[src/rtl/hdlc_rx_pkg.sv]
package hdlc_rx_pkg;
  localparam int BYTE_W = 8;
  localparam logic [BYTE_W-1:0] FLAG_BYTE = 8'h7E;
  localparam logic [BYTE_W-1:0] ESC_BYTE  = 8'h7D;
  localparam logic [BYTE_W-1:0] ESC_XOR   = 8'h20;
endpackage

[src/rtl/hdlc_rx_ctl_filter.sv]
module hdlc_rx_ctl_filter #(
  parameter int MASK_W = 32
) (
  input  logic                            rx_valid,
  input  logic [hdlc_rx_pkg::BYTE_W-1:0]  rx_byte,
  input  logic [MASK_W-1:0]               drop_mask,
  output logic                            acc_valid
);
  localparam int IDX_W = $clog2(MASK_W);

  logic             in_range;
  logic [IDX_W-1:0] idx;

  assign in_range  = (rx_byte >> IDX_W) == '0;
  assign idx       = rx_byte[IDX_W-1:0];
  assign acc_valid = rx_valid && !(in_range && drop_mask[idx]);
endmodule

[src/rtl/hdlc_rx_unstuff.sv]
module hdlc_rx_unstuff
  import hdlc_rx_pkg::*;
(
  input  logic              clk,
  input  logic              rst,
  input  logic              acc_valid,
  input  logic [BYTE_W-1:0] acc_byte,
  output logic              pl_valid,
  output logic [BYTE_W-1:0] pl_data,
  output logic              pl_last,
  output logic              frame_end,
  output logic              abort_strb,
  output logic              done_now
);
  logic              hunting, esc, have_hold;
  logic [BYTE_W-1:0] hold;
  logic              n_hunting, n_esc, n_have_hold;
  logic [BYTE_W-1:0] n_hold;
  logic              n_valid, n_last, n_end, n_abort;
  logic [BYTE_W-1:0] n_data;

  always_comb begin
    n_hunting   = hunting;
    n_esc       = esc;
    n_have_hold = have_hold;
    n_hold      = hold;
    n_valid     = 1'b0;
    n_data      = pl_data;
    n_last      = 1'b0;
    n_end       = 1'b0;
    n_abort     = 1'b0;
    if (acc_valid) begin
      if (acc_byte == FLAG_BYTE) begin
        if (hunting) begin
          n_hunting = 1'b0;
        end else if (esc) begin
          n_abort     = 1'b1;
          n_esc       = 1'b0;
          n_have_hold = 1'b0;
        end else if (have_hold) begin
          n_valid     = 1'b1;
          n_data      = hold;
          n_last      = 1'b1;
          n_end       = 1'b1;
          n_have_hold = 1'b0;
        end
      end else if (!hunting) begin
        if (acc_byte == ESC_BYTE && !esc) begin
          n_esc = 1'b1;
        end else begin
          if (have_hold) begin
            n_valid = 1'b1;
            n_data  = hold;
          end
          n_hold      = esc ? (acc_byte ^ ESC_XOR) : acc_byte;
          n_have_hold = 1'b1;
          n_esc       = 1'b0;
        end
      end
    end
  end

  assign done_now = n_end;

  always_ff @(posedge clk) begin
    if (rst) begin
      hunting    <= 1'b1;
      esc        <= 1'b0;
      have_hold  <= 1'b0;
      hold       <= '0;
      pl_valid   <= 1'b0;
      pl_data    <= '0;
      pl_last    <= 1'b0;
      frame_end  <= 1'b0;
      abort_strb <= 1'b0;
    end else begin
      hunting    <= n_hunting;
      esc        <= n_esc;
      have_hold  <= n_have_hold;
      hold       <= n_hold;
      pl_valid   <= n_valid;
      pl_data    <= n_data;
      pl_last    <= n_last;
      frame_end  <= n_end;
      abort_strb <= n_abort;
    end
  end

  // a last marker never appears without a valid byte
  a_r1_last_has_valid: assert property (@(posedge clk) disable iff (rst)
    pl_last |-> pl_valid);
  // abort and frame completion are exclusive, and an abort emits nothing
  a_r6_abort_exclusive: assert property (@(posedge clk) disable iff (rst)
    abort_strb |-> (!frame_end && !pl_valid));
  // while hunting, a non-flag byte produces no output
  a_r10_hunt_silent: assert property (@(posedge clk) disable iff (rst)
    (hunting && acc_valid && acc_byte != FLAG_BYTE) |=> !pl_valid);
  // a flag with nothing pending ends no frame
  a_r5_no_empty_frame: assert property (@(posedge clk) disable iff (rst)
    (acc_valid && acc_byte == FLAG_BYTE && !have_hold) |=> !frame_end);
endmodule

[src/rtl/hdlc_rx_frame_counter.sv]
module hdlc_rx_frame_counter #(
  parameter int THR_W = 16
) (
  input  logic             clk,
  input  logic             rst,
  input  logic             done_now,
  input  logic [THR_W-1:0] frame_thresh,
  output logic             frames_evt
);
  logic [THR_W-1:0] cnt;
  logic [THR_W:0]   cnt_inc;
  logic [THR_W:0]   thr_eff;

  assign cnt_inc = {1'b0, cnt} + 1'b1;
  assign thr_eff = (frame_thresh == '0) ? {{THR_W{1'b0}}, 1'b1} : {1'b0, frame_thresh};

  always_ff @(posedge clk) begin
    if (rst) begin
      cnt        <= '0;
      frames_evt <= 1'b0;
    end else begin
      frames_evt <= 1'b0;
      if (done_now) begin
        if (cnt_inc >= thr_eff) begin
          cnt        <= '0;
          frames_evt <= 1'b1;
        end else begin
          cnt <= cnt_inc[THR_W-1:0];
        end
      end
    end
  end

  // an event only follows a completed frame
  a_r8_evt_needs_frame: assert property (@(posedge clk) disable iff (rst)
    frames_evt |-> $past(done_now));
  // the count restarts after an event
  a_r8_count_restarts: assert property (@(posedge clk) disable iff (rst)
    frames_evt |-> (cnt == '0));
endmodule

[src/rtl/hdlc_async_rx_deframer.sv]
module hdlc_async_rx_deframer
  import hdlc_rx_pkg::*;
#(
  parameter int MASK_W = 32,
  parameter int THR_W  = 16
) (
  input  logic              clk,
  input  logic              rst,
  input  logic              rx_valid,
  input  logic [BYTE_W-1:0] rx_byte,
  input  logic [MASK_W-1:0] drop_mask,
  input  logic [THR_W-1:0]  frame_thresh,
  output logic              pl_valid,
  output logic [BYTE_W-1:0] pl_data,
  output logic              pl_last,
  output logic              frame_end,
  output logic              abort_strb,
  output logic              frames_evt
);
  logic acc_valid;
  logic done_now;

  hdlc_rx_ctl_filter #(.MASK_W(MASK_W)) u_filter (
    .rx_valid (rx_valid),
    .rx_byte  (rx_byte),
    .drop_mask(drop_mask),
    .acc_valid(acc_valid)
  );

  hdlc_rx_unstuff u_unstuff (
    .clk       (clk),
    .rst       (rst),
    .acc_valid (acc_valid),
    .acc_byte  (rx_byte),
    .pl_valid  (pl_valid),
    .pl_data   (pl_data),
    .pl_last   (pl_last),
    .frame_end (frame_end),
    .abort_strb(abort_strb),
    .done_now  (done_now)
  );

  hdlc_rx_frame_counter #(.THR_W(THR_W)) u_count (
    .clk         (clk),
    .rst         (rst),
    .done_now    (done_now),
    .frame_thresh(frame_thresh),
    .frames_evt  (frames_evt)
  );

  // a dropped raw byte leaves every output quiet in the next cycle
  a_r2_drop_is_silent: assert property (@(posedge clk) disable iff (rst)
    (rx_valid && !acc_valid) |=> (!pl_valid && !frame_end && !abort_strb));
  // the end strobe accompanies exactly the byte marked last
  a_r7_end_with_last: assert property (@(posedge clk) disable iff (rst)
    frame_end |-> (pl_valid && pl_last));
endmodule

[config.mk]
export PLATFORM = sky130hd
export DESIGN_NAME = hdlc_async_rx_deframer
export DESIGN_NICKNAME = d
export VERILOG_FILES = /design/src/rtl/hdlc_rx_pkg.sv /design/src/rtl/hdlc_rx_ctl_filter.sv /design/src/rtl/hdlc_rx_unstuff.sv /design/src/rtl/hdlc_rx_frame_counter.sv /design/src/rtl/hdlc_async_rx_deframer.sv
export SDC_FILE = /design/constraint.sdc
export NUM_CORES = 1
export LEC_CHECK = 0
export BUFFER_PORTS_ARGS = -buffer_cell sky130_fd_sc_hd__buf_2
export CAP_MARGIN = 30
export CORE_MARGIN = 4
export CORE_UTILIZATION = 45
export DETAILED_ROUTE_END_ITERATION = 10
export HOLD_SLACK_MARGIN = 0.03
export MAX_ROUTING_LAYER = met4
export PLACE_DENSITY = 0.71
export SLEW_MARGIN = 20
export SYNTH_ARGS = -nofsm -noshare
export SYNTH_HDL_FRONTEND = slang
export SYNTH_SLANG_ARGS = --single-unit
[constraint.sdc]
create_clock -name clk -period 4.5 [get_ports clk]
set_input_delay 0.9 -clock clk [delete_from_list [all_inputs] [get_ports clk]]
set_output_delay 0.9 -clock clk [all_outputs]
set_load 0.01 [all_outputs]
==> flow_metrics.py <==
metrics = {
    "run_status": {
        "outcome": "finished, final reports clean",
    },
    "clock_network": {
        "cts_resized": 0,
        "post_cts_buffers": 0,
        "cts-root-buf": "clkbuf_8",
        "cts_tree": "built",
        "numCtsBuffers": 5,
        "holdBufCountCts": 0,
        "cts_htree_levels": 2,
        "clock_latency_ns": 0.30,
        "max-clock-path-buffers": 2,
        "clkSinkCount": 39,
        "path_clk_slew_ns": 0.08,
    },
    "synth": {
        "yosys.area.top_type": "dfxtp_1",
        "syn_area_um2": 2725,
        "synth_top_family_by_area": "simple AND/OR/NAND/NOR gates",
        "synth-compound-area-share_pct": 14.23,
        "synth_fa_ha_area_share_pct": 7.805,
        "synth_seq_area_share_pct": 28.65,
        "synth-async-reset-ratio_pct": 0,
        "avgSynthCellArea_um2": 8.706,
        "syn-num-nets": 389,
        "yosysWarnings": 0,
        "syn_inst": 313,
        "synth-xor-area-share_pct": 4.821,
        "yosysMostFrequentCell": "dfxtp_1",
        "synthSimpleGateAreaFrac_pct": 25.07,
        "synth_cell_type_count": 47,
        "synth_top_area_share_pct": 28.65,
        "synth_edf_count": 0,
        "synth_top_cells_by_count": "39 x dfxtp_1, 28 x inv_1, 27 x mux2i_1",
        "synth-seq-cells": 39,
        "synth_flop_cell": "dfxtp_1",
        "synth_area_leaders": "dfxtp_1 29%, mux2i_1 9.9%, ha_1 7.8%",
        "muxShareOfSynthArea_pct": 12.81,
    },
    "worst_setup_path": {
        "start_kind": "primary input",
        "crit_chain": "buf_2 -> nor4_1 -> a41o_1 -> ha_1 -> nand2b_1 -> a2111oi_0 -> o21ai_0 -> a211oi_2 -> buf_4 -> a21oi_1 -> o32ai_1",
        "crit_buf_inv": 2,
        "max_stage_delay_ns": 0.54,
        "crit_type": "in -> reg",
        "critPathCaptureType": "flop",
        "worstPathArrival_ns": 3.83,
        "path_delay_family": "compound AO/OA/AOI/OAI gates",
        "required_ns": 4.70,
        "crit_fanout": 11,
        "critPathSlowestCell": "a211oi_2",
    },
    "place": {
        "pre_cts_slack_ns": 0.5824,
        "dp_hpwl_mm": 4.820,
        "place_inst": 446,
        "gp_congestion": 0.8217,
        "io_buffers": 71,
        "placed_area_um2": 3114,
    },
    "floorplan": {
        "dieHeight_um": 85.82,
        "top_level_ports": 72,
        "start_util_pct": 46.30,
        "rows": 28,
        "core_area_um2": 5886,
        "die_x_um": 85.82,
        "dieArea_um2": 7365,
    },
    "power": {
        "power_density_nw_per_um2": 225.5,
        "clockPowerShare_pct": 41.2,
        "power_leakage_nw": 1.312,
        "pwr-share-comb_pct": 11.4,
        "irDropWorstVdd_v": 0.0001868,
        "power_frac_seq_pct": 47.4,
        "switching_share_pct": 23.76,
        "p_switching_w": 0.0001731,
        "p_int_w": 0.0005553,
    },
    "detailed_routing": {
        "drt-total-wl_mm": 6.209,
        "drc": 0,
        "num_vias": 2518,
        "via_per_inst": 5.546,
        "wl_per_cell_um": 13.68,
        "ant_nets": 0,
        "drtIter0Drc": 199,
        "drtPass1Iterations": 4,
    },
    "grt": {
        "antenna_found_initial": 0,
        "track_usage_pct": 17.67,
        "grt_max_degree": 56,
        "grt_overflow_total": 0,
        "grt_pass1_vias": 2389,
        "grt_pass1_wl_mm": 10.43,
    },
    "timing": {
        "tightest_slew_ns": 0.8246,
        "setup_viol": 0,
        "rsz0062_at_grt": "false",
        "fmax_ghz": 0.2753,
        "fin_ws_ns": 0.8679,
        "drv_slew": 0,
        "slew_headroom_pct": 44.52,
        "layout_min_cycle_time_ns": 3.632,
        "hold_viol": 0,
        "skew_ns": 0.01145,
        "post-route-period-util_pct": 80.71,
        "finalSetupTns_ns": 0,
    },
    "job": {
        "cap_viol_max_count": 0,
    },
    "layout": {
        "multiInputGateArea_um2": 1764,
        "final_util_pct": 54.89,
        "register_area_um2": 780.7,
        "syn_to_final_growth_pct": 18.55,
        "layout.cells.non_filler": 454,
        "antenna_cells": 0,
        "nFillCells": 565,
        "layout-drive-gt1-share_pct": 25.59,
        "nets": 454,
        "stdcell_area_um2": 3231,
    },
    "hold_path": {
        "hp-class": "reg -> reg",
    },
}
metrics by stage:
step	hold WS [ns]	total power [W]
global route	0.5083	0.0007562
finish	0.4770	0.0007284
detailed placement	0.4663	0.0004364
global placement	0.4574	0.0004340
floorplan	0.4492	0.0004012
CTS	0.4820	0.0007387
placed cells by master (no fill, tap or decap), types with 2 or more instances in the layout:
| master | n |
|---|---|
| nand2b_1 | 26 |
| dfxtp_1 | 39 |
| nor2b_1 | 5 |
| nand2_1 | 14 |
| o22ai_1 | 2 |
| o21ai_0 | 2 |
| nand3b_1 | 4 |
| a21oi_1 | 20 |
| inv_1 | 28 |
| a21o_1 | 2 |
| xnor2_1 | 12 |
| nand4b_1 | 3 |
| o32ai_1 | 12 |
| xor2_1 | 3 |
| or3_1 | 12 |
| nor3_1 | 5 |
| or2_2 | 3 |
| a211oi_2 | 2 |
| and3_1 | 4 |
| o211ai_1 | 2 |
| and4bb_2 | 2 |
| buf_4 | 2 |
| mux4_2 | 3 |
| nand3_1 | 16 |
| mux2i_1 | 27 |
| ha_1 | 17 |
| nand4_1 | 3 |
| or3b_2 | 2 |
| nor4_1 | 6 |
| clkbuf_8 | 5 |
| nor2_1 | 8 |
| buf_2 | 71 |
layout make-up:
class                   instances  share of cell area (%)
flip-flops and latches         39                   24.17
clock buffers                   5                   2.130
clock inverters                 3                   1.472
repair buffers                 73                   11.46
well taps                      75                   2.905
multi-input cells             231                   54.61
inverters                      28                   3.253
worst register-to-register path, cell delays in order (launching register included):
cell and delay, ns:
dfxtp_1 0.40, ha_1 0.22, nand3_1 0.21, nor3_1 0.42, nand3_1 0.16, xnor2_1 0.22, ha_1 0.28, a21oi_1 0.14
nor2b_1 0.06, a311o_1 0.32, a211oi_2 0.50, buf_4 0.29, a21oi_1 0.09, o32ai_1 0.23
cells by family after synthesis:
logic type	after synthesis
adder cells (fa/ha/maj)	17
buffers and inverters	43
flip-flops	39
AND/OR/NAND/NOR	115
multiplexers	31
AO/OA/AOI/OAI	53
XOR/XNOR	15
state kept, by name (all words and copies together), names as in the netlist:
name	flops
u_unstuff.hunting	1
u_count.cnt	16
u_unstuff.pl_last	1
u_unstuff.pl_data	8
u_unstuff.hold	8
u_count.frames_evt	1
u_unstuff.abort_strb	1
u_unstuff.esc	1
u_unstuff.have_hold	1
u_unstuff.pl_valid	1
routing by layer:
metal,global-route usage [%],wire (um),up-vias
li1,-,-,1263
met1,22.26,2773,1168
met2,29.24,2966,76
met3,3.266,379,11
met4,4.460,89,0
met5,-,0,-
power groups by stage:
stage	Clock, W	Sequential [W]	Combinational [W]
after detailed placement	0	0.000353	0.0000833
after CTS	0.000310	0.000345	0.0000836
after global routing	0.000319	0.000345	0.0000927
after global placement	0	0.000353	0.0000808
final	0.000300	0.000345	0.0000830
after floorplan	0	0.000353	0.0000481
final timing paths:
path                              from              endpoint  slack [ns]  cells past startpoint
setup / recovery       frame_thresh[1]        u_count.cnt[7]        0.87                     11
hold / removal    u_unstuff.pl_data[7]  u_unstuff.pl_data[7]        0.48                      2
setup reg to reg        u_count.cnt[0]        u_count.cnt[7]        0.87                     13
hold reg to reg   u_unstuff.pl_data[7]  u_unstuff.pl_data[7]        0.48                      2
(Power assumes the default switching activity.)
